## src/rtl/wstream_pkg.sv

```systemverilog
package wstream_pkg;
  // Default geometry shared by the detector and its checker.
  localparam int unsigned WS_LINE_BYTES_DEF = 64;
  localparam int unsigned WS_ADDR_W_DEF     = 26;
  localparam int unsigned WS_THRESH_DEF     = 4;

  // Run events raised by the line tracker in one cycle.
  typedef struct packed {
    logic done;  // tracked line reached an all-ones mask
    logic kill;  // evidence of a read or an abandoned partial line
  } ws_evt_t;
endpackage

```

## src/rtl/wstream_line_track.sv

```systemverilog
module wstream_line_track
  import wstream_pkg::*;
#(
  parameter int unsigned LINE_BYTES = WS_LINE_BYTES_DEF,
  parameter int unsigned ADDR_W     = WS_ADDR_W_DEF
) (
  input  logic                  clk,
  input  logic                  rst_n,
  input  logic                  st_valid,
  input  logic [ADDR_W-1:0]     st_line,
  input  logic [LINE_BYTES-1:0] st_mask,
  input  logic                  ld_valid,
  input  logic [ADDR_W-1:0]     ld_line,
  output logic                  trk_valid,
  output logic [ADDR_W-1:0]     trk_line,
  output ws_evt_t               evt,
  output logic [ADDR_W-1:0]     done_line
);

  logic                  valid_q, valid_d;
  logic [ADDR_W-1:0]     line_q, line_d;
  logic [LINE_BYTES-1:0] mask_q, mask_d;

  logic                  ld_hit;
  logic                  live_after_ld;
  logic                  same_line;
  logic                  abandon;
  logic [LINE_BYTES-1:0] merged;
  logic                  full;
  logic                  upd_en;

  always_comb begin
    // Load side is applied before the store of the same cycle.
    ld_hit        = ld_valid && valid_q && (ld_line == line_q);
    live_after_ld = valid_q && !ld_hit;
    same_line     = st_valid && live_after_ld && (st_line == line_q);
    abandon       = st_valid && live_after_ld && !same_line;
    merged        = (same_line ? mask_q : '0) | st_mask;
    full          = st_valid && (&merged);
    upd_en        = st_valid || ld_hit;

    valid_d = valid_q;
    line_d  = line_q;
    mask_d  = mask_q;
    if (st_valid) begin
      valid_d = !full;
      line_d  = st_line;
      mask_d  = full ? '0 : merged;
    end else if (ld_hit) begin
      valid_d = 1'b0;
      mask_d  = '0;
    end

    evt.done  = full;
    evt.kill  = ld_hit || abandon;
    done_line = st_line;
  end

  always_ff @(posedge clk or negedge rst_n) begin
    if (!rst_n) begin
      valid_q <= 1'b0;
      line_q  <= '0;
      mask_q  <= '0;
    end else if (upd_en) begin
      valid_q <= valid_d;
      line_q  <= line_d;
      mask_q  <= mask_d;
    end
  end

  assign trk_valid = valid_q;
  assign trk_line  = line_q;

endmodule

```

## src/rtl/wstream_run_count.sv

```systemverilog
module wstream_run_count
  import wstream_pkg::*;
#(
  parameter int unsigned ADDR_W = WS_ADDR_W_DEF,
  parameter int unsigned THRESH = WS_THRESH_DEF
) (
  input  logic                                clk,
  input  logic                                rst_n,
  input  ws_evt_t                             evt,
  input  logic [ADDR_W-1:0]                   done_line,
  output logic [$clog2(THRESH+1)-1:0]         run_cnt,
  output logic                                mode
);

  localparam int unsigned CNT_W = $clog2(THRESH + 1);
  localparam logic [CNT_W-1:0] CNT_MAX = CNT_W'(THRESH);
  localparam logic [CNT_W-1:0] CNT_ONE = CNT_W'(1);

  logic [CNT_W-1:0]  cnt_q, cnt_d, cnt_base;
  logic [ADDR_W-1:0] last_q, last_d;
  logic              mode_q, mode_d;
  logic              seq_ok;
  logic              upd_en;

  always_comb begin
    cnt_base = evt.kill ? '0 : cnt_q;
    seq_ok   = (cnt_base != '0) && (done_line == last_q + 1'b1);
    cnt_d    = cnt_base;
    last_d   = last_q;
    if (evt.done) begin
      last_d = done_line;
      if (!seq_ok)                cnt_d = CNT_ONE;
      else if (cnt_base != CNT_MAX) cnt_d = cnt_base + CNT_ONE;
    end
    mode_d = (cnt_d >= CNT_MAX);
    upd_en = evt.done || evt.kill;
  end

  always_ff @(posedge clk or negedge rst_n) begin
    if (!rst_n) begin
      cnt_q  <= '0;
      last_q <= '0;
      mode_q <= 1'b0;
    end else if (upd_en) begin
      cnt_q  <= cnt_d;
      last_q <= last_d;
      mode_q <= mode_d;
    end
  end

  assign run_cnt = cnt_q;
  assign mode    = mode_q;

endmodule

```

## src/rtl/wstream_detect.sv

```systemverilog
module wstream_detect
  import wstream_pkg::*;
#(
  parameter int unsigned LINE_BYTES = WS_LINE_BYTES_DEF,
  parameter int unsigned ADDR_W     = WS_ADDR_W_DEF,
  parameter int unsigned THRESH     = WS_THRESH_DEF
) (
  input  logic                  clk,
  input  logic                  rst_n,
  input  logic                  st_valid,
  input  logic                  st_miss,
  input  logic [ADDR_W-1:0]     st_line,
  input  logic [LINE_BYTES-1:0] st_mask,
  input  logic                  ld_valid,
  input  logic [ADDR_W-1:0]     ld_line,
  output logic                  stream_mode,
  output logic                  dec_valid,
  output logic                  dec_nofill
);

  localparam int unsigned CNT_W = $clog2(THRESH + 1);

  // Reset asserts at once and releases on the second clock edge.
  logic [1:0] rst_pipe;
  logic       rst_sync_n;

  always_ff @(posedge clk or negedge rst_n) begin
    if (!rst_n) rst_pipe <= 2'b00;
    else        rst_pipe <= {rst_pipe[0], 1'b1};
  end
  assign rst_sync_n = rst_pipe[1];

  logic              trk_valid;
  logic [ADDR_W-1:0] trk_line;
  ws_evt_t           evt;
  logic [ADDR_W-1:0] done_line;
  logic [CNT_W-1:0]  run_cnt;
  logic              mode;

  wstream_line_track #(
    .LINE_BYTES (LINE_BYTES),
    .ADDR_W     (ADDR_W)
  ) u_track (
    .clk       (clk),
    .rst_n     (rst_sync_n),
    .st_valid  (st_valid),
    .st_line   (st_line),
    .st_mask   (st_mask),
    .ld_valid  (ld_valid),
    .ld_line   (ld_line),
    .trk_valid (trk_valid),
    .trk_line  (trk_line),
    .evt       (evt),
    .done_line (done_line)
  );

  wstream_run_count #(
    .ADDR_W (ADDR_W),
    .THRESH (THRESH)
  ) u_run (
    .clk       (clk),
    .rst_n     (rst_sync_n),
    .evt       (evt),
    .done_line (done_line),
    .run_cnt   (run_cnt),
    .mode      (mode)
  );

  assign stream_mode = mode;
  assign dec_valid   = st_valid && st_miss;
  assign dec_nofill  = dec_valid && mode;

endmodule

```

## config.mk

```make
export PLATFORM = sky130hd
export DESIGN_NAME = wstream_detect
export DESIGN_NICKNAME = d
export VERILOG_FILES = /design/src/rtl/wstream_pkg.sv /design/src/rtl/wstream_line_track.sv /design/src/rtl/wstream_run_count.sv /design/src/rtl/wstream_detect.sv
export SDC_FILE = /design/constraint.sdc
export NUM_CORES = 1
export LEC_CHECK = 0
export BUFFER_PORTS_ARGS = -buffer_cell sky130_fd_sc_hd__buf_4
export CORE_UTILIZATION = 29
export CTS_CLUSTER_DIAMETER = 200
export DETAILED_ROUTE_END_ITERATION = 10
export HOLD_SLACK_MARGIN = 0.03
export PLACE_DENSITY = 0.51
export SYNTH_ARGS = -nofsm -noshare
export SYNTH_HDL_FRONTEND = slang
export SYNTH_SLANG_ARGS = --single-unit
```

## constraint.sdc

```tcl
create_clock -name clk -period 5.85 [get_ports clk]
set_clock_uncertainty 0.05 [all_clocks]
set_input_delay 0.585 -clock clk [delete_from_list [all_inputs] [get_ports clk]]
set_output_delay 0.585 -clock clk [all_outputs]
set_load 0.1 [all_outputs]
```

Word level (Yosys, flattened, before mapping)
Index checks and enable logic that the tools add are counted.
W data, S select, Z words.
{"block": "op_classes", "muxes": 10, "n_eq_ne": 4, "add_sub_neg": 2, "magnitude_cmp": 1, "n_bitwise": 1, "n_reduce_logical": 22}
{"op": "$mux W64", "count": 4}
{"op": "$eq A26 B26 Y1", "count": 3}
{"op": "$or A64 B64 Y64", "count": 1}
{"op": "$reduce_and A64 Y1", "count": 1}
{"op": "$add A26 B1 Y26 const B", "count": 1}
{"op": "$mux W3", "count": 4}
{"op": "$logic_and A1 B1 Y1", "count": 10}
{"op": "$reduce_and A2 Y1", "count": 3}
{"op": "$add A3 B1 Y3 const B", "count": 1}
{"op": "$ge A3 B3 Y1 const B", "count": 1}
{"op": "$logic_not A1 Y1", "count": 3}
{"op": "$logic_or A1 B1 Y1", "count": 3}
{"op": "$ne A3 B3 Y1 const B", "count": 1}
{"op": "$reduce_bool A3 Y1", "count": 1}
{"op": "$mux W1", "count": 2}
{"op": "$reduce_bool A2 Y1", "count": 1}
{"block": "word_totals", "register_bits": 123, "in_bits": 121}

Logic depth before layout (Yosys ltp)
Gate-level depths: netlist (run 1).
{"block": "depth", "word_depth": 15, "mapped_depth": 16, "mapped_depth_nobuf": 13}

Modules after synthesis
From an unflattened synthesis (run 1), not the netlist that was laid out.
{"block": "unflattened", "cells_unflattened": 1004, "area_unflattened_um2": 9399.0}
{"mod": "wstream_line_track", "area_per_inst_um2": 7189.4, "cells_each": 783, "seq_area_each_um2": 2277.2, "instances": 1}
{"mod": "wstream_run_count", "area_per_inst_um2": 2143.3, "cells_each": 216, "seq_area_each_um2": 725.7, "instances": 1}
{"mod": "wstream_detect", "area_per_inst_um2": 66.3, "cells_each": 5, "seq_area_each_um2": 50.0, "instances": 1}

Least setup slack after synthesis (run 1)
Ideal clock, no wire load.
{"block": "synth_timing", "kind": "input to register", "from": "input port st_line[23]", "to": "register u_run.last_q[15]", "required_time_ns": 5.672, "arrival_time_ns": 3.931, "slack_ns": 1.741, "cell_stages": 13, "setup_ns": 0.128, "cell_sequence": "buf_2 > xor2_1 > nor4_1 > nand4_1 > nor2_2 > buf_2 > a41oi_1 > or4_1 > or4b_1 > or4_4 > nor3_4 > buf_6 > mux2_1"}
{"block": "synth_via", "elab_chain_cells": 8, "elab_cells_between_ends": 11, "cone_classes": "1 x eq/ne; 1 x mux; 1 x bitwise; 8 x reduce/logical"}
{"item": "start, declared", "line_no": "wstream_detect.sv:12", "rtl": "input logic [ADDR_W-1:0] st_line,"}
{"item": "$eq A26 B26 Y1 *", "line_no": "wstream_line_track.sv:36", "rtl": "same_line = st_valid && live_after_ld && (st_line == line_q);"}
{"item": "$logic_and A1 B1 Y1 *", "line_no": "wstream_line_track.sv:36"}
{"item": "$mux W64", "line_no": "wstream_line_track.sv:38", "rtl": "merged = (same_line ? mask_q : '0) | st_mask;"}
{"item": "$or A64 B64 Y64", "line_no": "wstream_line_track.sv:38"}
{"item": "$reduce_and A64 Y1", "line_no": "wstream_line_track.sv:39", "rtl": "full = st_valid && (&merged);"}
{"item": "$logic_and A1 B1 Y1", "line_no": "wstream_line_track.sv:39"}
{"item": "$logic_or A1 B1 Y1", "line_no": "wstream_run_count.sv:36", "rtl": "upd_en = evt.done || evt.kill;"}
{"item": "$reduce_and A2 Y1 (no line) *"}
{"item": "end signal, assigned", "line_no": "wstream_run_count.sv:46", "rtl": "last_q <= last_d;"}
{"item": "end, declared", "line_no": "wstream_run_count.sv:20", "rtl": "logic [ADDR_W-1:0] last_q, last_d;"}
Every way passes the cells marked *; elsewhere a longest branch is shown, timed or not.
A chain may end at the register's enable or synchronous reset.

Final worst setup path (run 1)
{"block": "layout_timing", "from": "register u_track.line_q[22], in the netlist u_track.trk_line[22]", "to": "register u_track.mask_q[1]"}
{"block": "layout_via", "elab_chain_cells": 12, "elab_cells_between_ends": 16, "cone_classes": "2 x eq/ne; 3 x mux; 1 x bitwise; 10 x reduce/logical"}
{"item": "start, declared", "line_no": "wstream_line_track.sv:21", "rtl": "logic [ADDR_W-1:0] line_q, line_d;"}
{"item": "start signal, assigned", "line_no": "wstream_line_track.sv:66", "rtl": "line_q <= line_d;"}
{"item": "$eq A26 B26 Y1", "line_no": "wstream_line_track.sv:34", "rtl": "ld_hit = ld_valid && valid_q && (ld_line == line_q);"}
{"item": "$logic_and A1 B1 Y1", "line_no": "wstream_line_track.sv:34"}
{"item": "$logic_not A1 Y1", "line_no": "wstream_line_track.sv:35", "rtl": "live_after_ld = valid_q && !ld_hit;"}
{"item": "$logic_and A1 B1 Y1", "line_no": "wstream_line_track.sv:35"}
{"item": "$logic_and A1 B1 Y1 (2 in a row)", "line_no": "wstream_line_track.sv:36"}
{"item": "$mux W64", "line_no": "wstream_line_track.sv:38"}
{"item": "$or A64 B64 Y64", "line_no": "wstream_line_track.sv:38"}
{"item": "$reduce_and A64 Y1", "line_no": "wstream_line_track.sv:39"}
{"item": "$logic_and A1 B1 Y1", "line_no": "wstream_line_track.sv:39"}
{"item": "$mux W64", "line_no": "wstream_line_track.sv:48", "rtl": "mask_d = full ? '0 : merged;"}
{"item": "$mux W64", "line_no": "wstream_line_track.sv:45", "rtl": "if (st_valid) begin"}
{"item": "end signal, assigned", "line_no": "wstream_line_track.sv:67", "rtl": "mask_q <= mask_d;"}
{"item": "end, declared", "line_no": "wstream_line_track.sv:22", "rtl": "logic [LINE_BYTES-1:0] mask_q, mask_d;"}
Parallel ways exist; a longest one is shown, timed or not.

==> results of run 1 <==
-- metrics by stage --
step	worst slack, ns	cells	total power (µW)
after floorplan	1.74	828	1140
after global placement	0.875	1231	1290
after detailed placement	0.766	1231	1290
after CTS	1.07	1264	2360
after global routing	0.898	1265	2430
final	1.04	1265	2330
-- layer usage --
layer  track usage  up-vias
met5             0        -
met4        0.0577        0
met3        0.0315       24
met2         0.281      225
met1         0.264     3487
li1              -     3324
-- Yosys cell counts (9+ instances only) --
| cell | count | share of area |
|---|---|---|
| nor4_1 | 21 | 0.017 |
| o211ai_1 | 87 | 0.084 |
| clkbuf_1 | 44 | 0.021 |
| nand2_1 | 81 | 0.039 |
| a41oi_1 | 46 | 0.052 |
| xnor2_1 | 44 | 0.049 |
| buf_1 | 14 | 0.0067 |
| nor2_1 | 17 | 0.0082 |
| a21o_1 | 12 | 0.012 |
| dfrtp_1 | 122 | 0.39 |
| o2111ai_1 | 42 | 0.047 |
| nand4_1 | 18 | 0.014 |
| a21oi_1 | 9 | 0.0058 |
| inv_1 | 53 | 0.025 |
| mux2_1 | 20 | 0.029 |
| nand3_1 | 36 | 0.023 |
| xor2_1 | 38 | 0.043 |
| buf_2 | 12 | 0.0077 |
| mux2_2 | 33 | 0.048 |
-- worst max-delay path by stage --
stage                                           from                        endpoint  slack, ns  depth (start not counted)
floorplan                                st_line[23]    u_run.last_q[15]$_DFFE_PN0P_       1.74                         13
global placement                          st_line[4]  u_track.mask_q[15]$_DFFE_PN0N_       0.88                         14
detailed placement                       st_line[22]  u_track.mask_q[16]$_DFFE_PN0N_       0.77                         14
CTS                 u_track.trk_line[22]$_DFFE_PN0P_   u_track.mask_q[1]$_DFFE_PN0N_       1.07                         13
global route         u_track.trk_line[6]$_DFFE_PN0P_   u_track.mask_q[1]$_DFFE_PN0N_       0.90                         13
finish              u_track.trk_line[22]$_DFFE_PN0P_   u_track.mask_q[1]$_DFFE_PN0N_       1.04                         13
-- area by class of cell --
| class | count | area, µm² |
|---|---|---|
| multi-input combinational | 581 | 4300 |
| sequential | 122 | 3060 |
| inverter | 53 | 199 |
| tap | 335 | 419 |
| clock buffer | 18 | 439 |
| antenna | 1 | 2.50 |
| clock inverter | 14 | 136 |
| fill | 2682 | 16700 |
| timing repair buffer | 141 | 1060 |
-- critical path: stages, from the launching register on --
cell and delay (ns):
dfrtp_1 0.41, xor2_1 0.20, nor4_1 0.48, nand3_1 0.22, nor2_4 0.16, buf_4 0.35, a41oi_1 0.19, or4_1 0.55
or4b_1 0.52, or4_4 0.56, buf_4 0.30, o21ai_4 0.18, buf_4 0.34, o211ai_1 0.14
-- kinds of logic after synthesis --
family,share of synthesized area
compound gates,0.232
xor+xnor,0.0919
fa+ha+maj,0.00480
buf+inv,0.0639
flops,0.390
mux,0.0827
other cells,0.000480
simple gates,0.133
-- flip-flops by register name (all words and copies together) (netlist names) --
register / count
rst_pipe: 2
u_run.last_q: 26
u_run.mode: 1
u_run.run_cnt: 2
u_track.mask_q: 64
u_track.trk_line: 26
u_track.trk_valid: 1
-- power by group through the flow --
stage	combinational [µW]	sequential [µW]	clock [µW]
final	312	966	1050
after global routing	342	975	1110
after detailed placement	313	981	0
after CTS	315	966	1080
after global placement	311	980	0
after floorplan	167	969	0
==> qor.txt, run 1 <==
global route overflow -> 0
Async S/R FF share, synth -> 1.00
Final Max Tran Viols -> 0
failing checks -> design-rule violations
Avg Cell Area, Syn -> 9.44 µm²
GP Congestion -> 0.817
met2 routed WL -> 11600 µm
Die Span Y -> 166 µm
Critical Path Start Type -> flip-flop
final setup fails -> 0
layout cell share with drive strength beyond 1 -> 0.235
status -> complete, but fails checks
Initial Util -> 0.298
net count after synthesis -> 952
hold buffer count at CTS -> 1
synthesized cell area -> 0.00782 mm²
final worst-path cycle share -> 0.822
antenna violations before repair -> 1
max_cap viols -> 0
max layer used -> met4
Core Util, Final -> 0.366
Worst Path Required -> 6.09 ns
Seq pwr share -> 0.415
Fmax -> 208 MHz
number of library cell types mapped by synthesis -> 57
met3 routed WL -> 1250 µm
Finished Cell Area -> 0.00961 mm²
full die area -> 0.0276 mm²
Total GRT Usage -> 0.184
sequential area share after synthesis -> 0.390
clk root buf -> clkbuf_16
Total Neg Setup Slack -> 0 ns
Post-DP HPWL -> 16900 µm
HP Class -> reg -> reg
Net Sw Power -> 672 µW
Worst Path Arrival -> 5.04 ns
vias in the first global route -> 6639
Period minus WS final -> 4.81 ns
floorplan row count -> 59
static leakage -> 0.00401 µW
worst skew pair latency -> 0.43 ns
worst hold start -> rst_pipe[0]$_DFF_PN0_
reg2reg setup slack -> 1.04 ns
worst-margin pin slew -> 1.04 ns
WL per Instance -> 20.0 µm
PostCTS Resize Cnt -> 0
commonest cells after routing, fill and taps aside -> 140 x buf_4, 121 x dfrtp_1, 87 x o211ai_1, 80 x nand2_1, 53 x inv_1
Critical Path Sink Type -> flip-flop
RSZ-0062 raised after global routing -> no
Primary FF master, synth -> dfrtp_1
PortBufs -> 123
post-CTS repair timing setup buffer count -> 0
final hold slack -> 0.308 ns
Top Ports -> 124
core area -> 0.0263 mm²
final net count -> 1040
combinational power share -> 0.134
Post-DP Area -> 0.00902 mm²
Slew Limit Headroom -> 0.310
Inserted Clock Buffers -> 17
Yosys Warn Count -> 0
Switching Share -> 0.288
number of synthesized flops with an enable pin -> 0
routed vias -> 7060
CTS Sinks -> 122
largest net degree at the start of global routing -> 77
Clock Tree Buf Depth -> 2
commonest non-fill, non-tap cell in the layout -> buf_4
drt pass-1 iters -> 8
Hold Path Cell Cnt -> 0
H-tree depth -> 4
Pwr Density -> 242 mW/mm²
RR Endpoint -> u_track.mask_q[1]$_DFFE_PN0N_
Post-DRT Antenna Nets -> 0
DR iter-0 viols -> 574
Area Growth Syn to Fin -> 22.9%
Reg clk slew, reported paths -> 0.06 ns
Worst VDD drop -> 0.000173 V
TritonCTS clock tree -> done
Die Wd -> 166 µm
Clock power frac -> 0.451
Seq cells post-synth -> 122
met1 wire length -> 12100 µm
Post-Route WL -> 25300 µm
hold endpoint -> rst_pipe[1]$_DFF_PN0_
Final Hold Viols -> 0
R2R cell count -> 13
startpoint of the worst register-to-register path -> u_track.trk_line[22]$_DFFE_PN0P_
first-pass GRT wire length -> 39500 µm
Power Internal -> 1660 µW
cell count after synthesis -> 828
critical path type -> reg -> reg
Critical Path Fanout Max -> 42
DRC Markers -> 7
vias per cell -> 5.58
Note: power is estimated with default switching activity, not from simulation.
==> run 2, diff against run 1 <==
--- a/config.mk
+++ b/config.mk
@@ -10,7 +10,7 @@
 export CTS_CLUSTER_DIAMETER = 200
 export DETAILED_ROUTE_END_ITERATION = 10
 export HOLD_SLACK_MARGIN = 0.03
-export PLACE_DENSITY = 0.51
+export PLACE_DENSITY = 0.53
 export SYNTH_ARGS = -nofsm -noshare
 export SYNTH_HDL_FRONTEND = slang
 export SYNTH_SLANG_ARGS = --single-unit
==> constraint.sdc (replaced) <==
create_clock -name clk -period 4.2 [get_ports clk]
set_clock_uncertainty 0.05 [all_clocks]
set_input_delay 0.42 -clock clk [delete_from_list [all_inputs] [get_ports clk]]
set_output_delay 0.42 -clock clk [all_outputs]
set_load 0.1 [all_outputs]
==> qor.txt, run 2 (synthesis results as in run 1) <==
status -> complete, but fails checks (unchanged)
failing checks -> design-rule violations (unchanged)
Final Hold Viols -> 0 (unchanged)
Top Ports -> 124 (unchanged)
Total Neg Setup Slack -> 0 ns (unchanged)
reg2reg setup slack -> 0.06 ns (was 1.04 ns)
met3 routed WL -> 1310 µm (was 1250 µm)
Die Span Y -> 166 µm (unchanged)
RSZ-0062 raised after global routing -> yes (was no)
GP Congestion -> 0.786 (was 0.817)
vias in the first global route -> 6913 (was 6639)
global route overflow -> 0 (unchanged)
Critical Path Start Type -> flip-flop (unchanged)
worst skew pair latency -> 0.43 ns (about the same)
slowest CP cell -> or4_4 (unchanged)
critical path type -> reg -> reg (unchanged)
vias per cell -> 5.46 (was 5.58)
Final Max Tran Viols -> 0 (unchanged)
HP Class -> in -> reg (was reg -> reg)
core area -> 0.0263 mm² (unchanged)
TritonCTS clock tree -> done (unchanged)
WL per Instance -> 20.0 µm (about the same)
clk root buf -> clkbuf_16 (unchanged)
overall power -> 3300 µW (was 2330 µW)
R2R cell count -> 12 (was 13)
max_cap viols -> 0 (unchanged)
full die area -> 0.0276 mm² (unchanged)
crit path from -> u_track.trk_line[23]$_DFFE_PN0P_ (was u_track.trk_line[22]$_DFFE_PN0P_)
Cell Chain, Critical Path -> xor2_1, nor4_2, nand4_1, nor2_4, a41oi_2, or4_4, or4b_1, or4_4, nor3_4, buf_6, buf_12, mux2_2 (was xor2_1, nor4_1, nand3_1, nor2_4, buf_4, a41oi_1, or4_1, or4b_1, or4_4, buf_4, o21ai_4, buf_4, o211ai_1)
floorplan row count -> 59 (unchanged)
H-tree depth -> 4 (unchanged)
static leakage -> 0.00437 µW (was 0.00401 µW)
drt pass-1 iters -> 8 (unchanged)
Post-DRT Antenna Nets -> 0 (unchanged)
final hold slack -> 0.205 ns (was 0.308 ns)
Reg clk slew, reported paths -> 0.07 ns (was 0.06 ns)
Post-DP HPWL -> 17900 µm (was 16900 µm)
layout cell share with drive strength beyond 1 -> 0.300 (was 0.235)
Clock Tree Buf Depth -> 2 (unchanged)
PortBufs -> 123 (unchanged)
CP endpoint -> u_run.last_q[1]$_DFFE_PN0P_ (was u_track.mask_q[1]$_DFFE_PN0N_)
Inserted Clock Buffers -> 17 (unchanged)
Die Wd -> 166 µm (unchanged)
commonest non-fill, non-tap cell in the layout -> buf_4 (unchanged)
CTS Sinks -> 122 (unchanged)
DR iter-0 viols -> 788 (was 574)
Period minus WS final -> 4.14 ns (was 4.81 ns)
most frequent CP cell -> or4_4 (was buf_4)
final setup fails -> 0 (unchanged)
routed vias -> 7223 (was 7060)
most flop-heavy register -> u_track.mask_q (unchanged)
Fmax -> 241 MHz (was 208 MHz)
Pwr Density -> 319 mW/mm² (was 242 mW/mm²)
Slew Limit Headroom -> 0.316 (was 0.310)
Critical Path Sink Type -> flip-flop (unchanged)
Initial Util -> 0.298 (unchanged)
met1 wire length -> 12800 µm (was 12100 µm)
largest net degree at the start of global routing -> 82 (was 77)
Area Growth Syn to Fin -> 32.3% (was 22.9%)
Worst Path Arrival -> 4.40 ns (was 5.04 ns)
max layer used -> met4 (unchanged)
RR Endpoint -> u_run.last_q[1]$_DFFE_PN0P_ (was u_track.mask_q[1]$_DFFE_PN0N_)
DRC Markers -> 8 (was 7)
antenna violations before repair -> 0 (was 1)
Critical Path Fanout Max -> 8 (was 42)
Post-DP Area -> 0.00942 mm² (was 0.00902 mm²)
Finished Cell Area -> 0.0103 mm² (was 0.00961 mm²)
CP top delay family -> simple AND/OR/NAND/NOR gates (unchanged)
met2 routed WL -> 12000 µm (was 11600 µm)
max reg flops -> 64 (unchanged)
Hold Path Cell Cnt -> 3 (was 0)
first-pass GRT wire length -> 40400 µm (was 39500 µm)
Total GRT Usage -> 0.189 (was 0.184)
Worst VDD drop -> 0.000233 V (was 0.000173 V)
Post-Route WL -> 26400 µm (was 25300 µm)
WP depth -> 12 (was 13)
Worst Path Buf+Inv -> 2 (was 3)
commonest cells after routing, fill and taps aside -> 180 x buf_4, 121 x dfrtp_1, 87 x o211ai_1, 80 x nand2_1, 53 x inv_1 (was 140 x buf_4, 121 x dfrtp_1, 87 x o211ai_1, 80 x nand2_1, 53 x inv_1)
final net count -> 1097 (was 1040)
Critical Path Max Stage Delay -> 0.55 ns (was 0.56 ns)
final worst-path cycle share -> 0.986 (was 0.822)
startpoint of the worst register-to-register path -> u_track.trk_line[23]$_DFFE_PN0P_ (was u_track.trk_line[22]$_DFFE_PN0P_)
worst-margin pin slew -> 1.03 ns (was 1.04 ns)
Worst Path Required -> 4.46 ns (was 6.09 ns)
run 2: metal layers:
layer  track usage  vias up
met4        0.0500        0
met2         0.290      209
met1         0.270     3573
met3        0.0346       22
met5             0        -
li1              -     3419
run 2: repair_timing:
| item | 4_1_cts | 5_1_grt |
|---|---|---|
| hold endpoints to repair | 2 | 0 |
| pin swaps | 1 | 12 |
| resized for setup | 1 | 29 |
| cloned | 0 | 6 |
| buffers inserted | 2 | 8 |
| endpoints found under the setup margin | 84 | 94 |
| hold buffers | 1 | 0 |
run 2: worst min path at each step:
stage / start / end
6_report: st_mask[56] / u_track.mask_q[56]$_DFFE_PN0N_
5_1_grt: st_mask[53] / u_track.mask_q[53]$_DFFE_PN0N_
4_1_cts: st_mask[56] / u_track.mask_q[56]$_DFFE_PN0N_
3_5_place_dp: rst_n / rst_pipe[0]$_DFF_PN0_
3_3_place_gp: rst_n / rst_pipe[0]$_DFF_PN0_
2_1_floorplan: rst_n / rst_pipe[0]$_DFF_PN0_
run 2: stage by stage:
step | util | setup WS [ns] | instances
floorplan | - | 0.256 | 828
finish | 0.393 | 0.0576 | 1322
CTS | 0.381 | 0.00238 | 1308
global route | 0.393 | -0.130 | 1321
detailed placement | 0.358 | -0.235 | 1273
global placement | 0.358 | -0.180 | 1273
run 2: worst register-to-register path, stage by stage, from the launching register on:
cell and delay (ns):
dfrtp_1 0.40, xor2_1 0.19, nor4_2 0.34, nand4_1 0.19
nor2_4 0.28, a41oi_2 0.14, or4_4 0.55, or4b_1 0.48
or4_4 0.54, nor3_4 0.22, buf_6 0.16, buf_12 0.14
mux2_2 0.34
run 2: layout make-up:
cell class	count	area (µm²)
Tap cell	335	419
Antenna cell	1	2.50
Clock inverter	15	153
Inverter	53	199
Timing Repair Buffer	198	1670
Clock buffer	17	425
Fill cell	2641	15900
Multi-Input combinational cell	581	4420
Sequential cell	122	3060
run 2: where the power goes:
group	leakage [µW]	switching, µW	total (µW)	internal (µW)
Clock	0.000284	643	1480	837
Combinational	0.00256	235	474	239
Sequential	0.00152	87.3	1340	1260
==> run 3, diff against run 2 <==
--- a/config.mk
+++ b/config.mk
@@ -10,6 +10,7 @@
 export CTS_CLUSTER_DIAMETER = 200
 export DETAILED_ROUTE_END_ITERATION = 10
 export HOLD_SLACK_MARGIN = 0.03
+export MAX_ROUTING_LAYER = met4
 export PLACE_DENSITY = 0.53
 export SYNTH_ARGS = -nofsm -noshare
 export SYNTH_HDL_FRONTEND = slang
==> qor.txt, run 3 (synthesis results as in run 1) <==
fin cells -> 1322 (unchanged)
Filler Cell Count -> 2635 (was 2641)
commonest cells after routing, fill and taps aside -> 179 x buf_4, 121 x dfrtp_1, 87 x o211ai_1, 80 x nand2_1, 53 x inv_1 (was 180 x buf_4, 121 x dfrtp_1, 87 x o211ai_1, 80 x nand2_1, 53 x inv_1)
Critical Path Sink Type -> flip-flop (unchanged)
overall power -> 3310 µW (was 3300 µW)
antenna violations before repair -> 0 (unchanged)
largest net degree at the start of global routing -> 82 (unchanged)
Critical Path Start Type -> flip-flop (unchanged)
final setup fails -> 0 (unchanged)
met1 Usage GRT -> 0.270 (about the same)
status -> complete, but fails checks (unchanged)
Final Hold Viols -> 0 (unchanged)
Pwr Density -> 318 mW/mm² (was 319 mW/mm²)
most frequent CP cell -> or4_4 (unchanged)
Top Ports -> 124 (unchanged)
H-tree depth -> 4 (unchanged)
final worst-path cycle share -> 0.990 (was 0.986)
worst-margin pin slew -> 1.03 ns (about the same)
final hold slack -> 0.203 ns (was 0.205 ns)
WL per Instance -> 20.1 µm (was 20.0 µm)
Finished Cell Area -> 0.0104 mm² (was 0.0103 mm²)
HP Class -> in -> reg (unchanged)
Worst VDD drop -> 0.000233 V (about the same)
GRT met3 Usage -> 0.0331 (was 0.0346)
FF+latch area -> 0.00306 mm² (unchanged)
Critical Path Fanout Max -> 8 (unchanged)
routed vias -> 7274 (was 7223)
Initial Util -> 0.298 (unchanged)
RSZ-0062 raised after global routing -> yes (unchanged)
full die area -> 0.0276 mm² (unchanged)
floorplan row count -> 59 (unchanged)
most flop-heavy register -> u_track.mask_q (unchanged)
layout cell share with drive strength beyond 1 -> 0.308 (was 0.300)
Total Neg Setup Slack -> 0 ns (unchanged)
Top Usage Layer GRT -> met2 (unchanged)
Post-DP Area -> 0.00942 mm² (unchanged)
Total GRT Usage -> 0.194 (was 0.189)
DRC Markers -> 8 (unchanged)
Reg clk slew, reported paths -> 0.07 ns (about the same)
final net count -> 1097 (unchanged)
commonest non-fill, non-tap cell in the layout -> buf_4 (unchanged)
Post-DP HPWL -> 17900 µm (unchanged)
static leakage -> 0.00437 µW (about the same)
Fmax -> 240 MHz (was 241 MHz)
core area -> 0.0263 mm² (unchanged)
vias per cell -> 5.50 (was 5.46)
max reg flops -> 64 (unchanged)
Post-Place Cells -> 1273 (unchanged)
Worst Path Required -> 4.46 ns (about the same)
Slew Limit Headroom -> 0.314 (was 0.316)
clk root buf -> clkbuf_16 (unchanged)
M2 GR Usage -> 0.290 (about the same)
worst skew pair latency -> 0.43 ns (about the same)
Die Span Y -> 166 µm (unchanged)
global route overflow -> 0 (unchanged)
CTS Sinks -> 122 (unchanged)
max_cap viols -> 0 (unchanged)
Die Wd -> 166 µm (unchanged)
Post-Route WL -> 26600 µm (was 26400 µm)
vias in the first global route -> 6927 (was 6913)
Worst Path Arrival -> 4.42 ns (was 4.40 ns)
Final Max Tran Viols -> 0 (unchanged)
drt pass-1 iters -> 9 (was 8)
TritonCTS clock tree -> done (unchanged)
Clock Tree Buf Depth -> 2 (unchanged)
slowest CP cell -> or4_4 (unchanged)
critical path type -> reg -> reg (unchanged)
GP Congestion -> 0.797 (was 0.786)
multi-input logic area -> 0.00446 mm² (was 0.00442 mm²)
Area Growth Syn to Fin -> 32.9% (was 32.3%)
failing checks -> design-rule violations (unchanged)
Cell Chain, Critical Path -> xor2_1, nor4_2, nand4_1, nor2_4, a41oi_2, or4_4, or4b_1, or4_4, nor3_4, buf_6, clkbuf_16, mux2_4 (was xor2_1, nor4_2, nand4_1, nor2_4, a41oi_2, or4_4, or4b_1, or4_4, nor3_4, buf_6, buf_12, mux2_2)
first-pass GRT wire length -> 40400 µm (unchanged)
Critical Path Max Stage Delay -> 0.56 ns (was 0.55 ns)
PortBufs -> 123 (unchanged)
Period minus WS final -> 4.16 ns (was 4.14 ns)
Inserted Clock Buffers -> 17 (unchanged)
DR iter-0 viols -> 773 (was 788)
Post-DRT Antenna Nets -> 0 (unchanged)
-- run 3: cell types whose count changed in the layout (fill, tap and decap cells not counted) --
cell,change
buf_8,+1
o2111ai_2,+1
mux2_2,-3
buf_4,-1
mux2_4,+10
o2111ai_1,-1
mux2_1,-7
-- run 3: repair_timing --
action                                 in CTS  in global routing
resized for setup                           1                 42
endpoints found under the hold margin       2                  0
gates cloned                                0                  6
setup endpoints to repair                  84                 94
hold buffers                                1                  0
pin swaps                                   1                 12
setup buffers                               2                  8
-- run 3: layer usage --
layer	vias up	share of wire
li1	3434	-
met4	0	0.013
met5	-	0
met3	23	0.048
met1	3589	0.48
met2	228	0.46
-- run 3: critical path: cells and delay by family, from the launching register on --
kind,cells,cell delay (ns)
mux,1,0.30
simple gates,7,2.63
compound gates,1,0.14
xor+xnor,1,0.20
flops,1,0.40
buf+inv,2,0.33
-- run 3: where the power goes --
part	switching (µW)	internal, µW
clock	651	837
combinational	237	239
sequential	87.7	1260
total	975	2330
-- run 3: path summary, 6_finish.rpt --
path	from	to	slack, ns	cells past startpoint
worst min-delay path	st_mask[39]	u_track.mask_q[39]$_DFFE_PN0N_	0.20	3
worst max register to register	u_track.trk_line[23]$_DFFE_PN0P_	u_run.last_q[0]$_DFFE_PN0P_	0.04	12
min in group asynchronous	rst_n	rst_pipe[1]$_DFF_PN0_	0.26	2
worst max-delay path	u_track.trk_line[23]$_DFFE_PN0P_	u_run.last_q[0]$_DFFE_PN0P_	0.04	12
max in group asynchronous	rst_pipe[1]$_DFF_PN0_	u_track.mask_q[63]$_DFFE_PN0N_	2.79	1
worst min register to register	rst_pipe[0]$_DFF_PN0_	rst_pipe[1]$_DFF_PN0_	0.31	0
-- run 3: cell type report --
cell class                 instances  area share
antenna                            1    0.000241
clock buffer                      17      0.0409
clock inverter                    15      0.0147
inverter                          53      0.0191
multi-input combinational        581       0.429
sequential                       122       0.294
tap                              335      0.0403
timing repair buffer             198       0.161
-- run 3: metrics by stage --
| stage | setup WS, ns | utilization |
|---|---|---|
| 3_3_place_gp | -0.180 | 0.358 |
| 6_report | 0.0399 | 0.395 |
| 2_1_floorplan | 0.256 | - |
| 5_1_grt | -0.125 | 0.395 |
| 3_5_place_dp | -0.235 | 0.358 |
| 4_1_cts | 0.00238 | 0.381 |
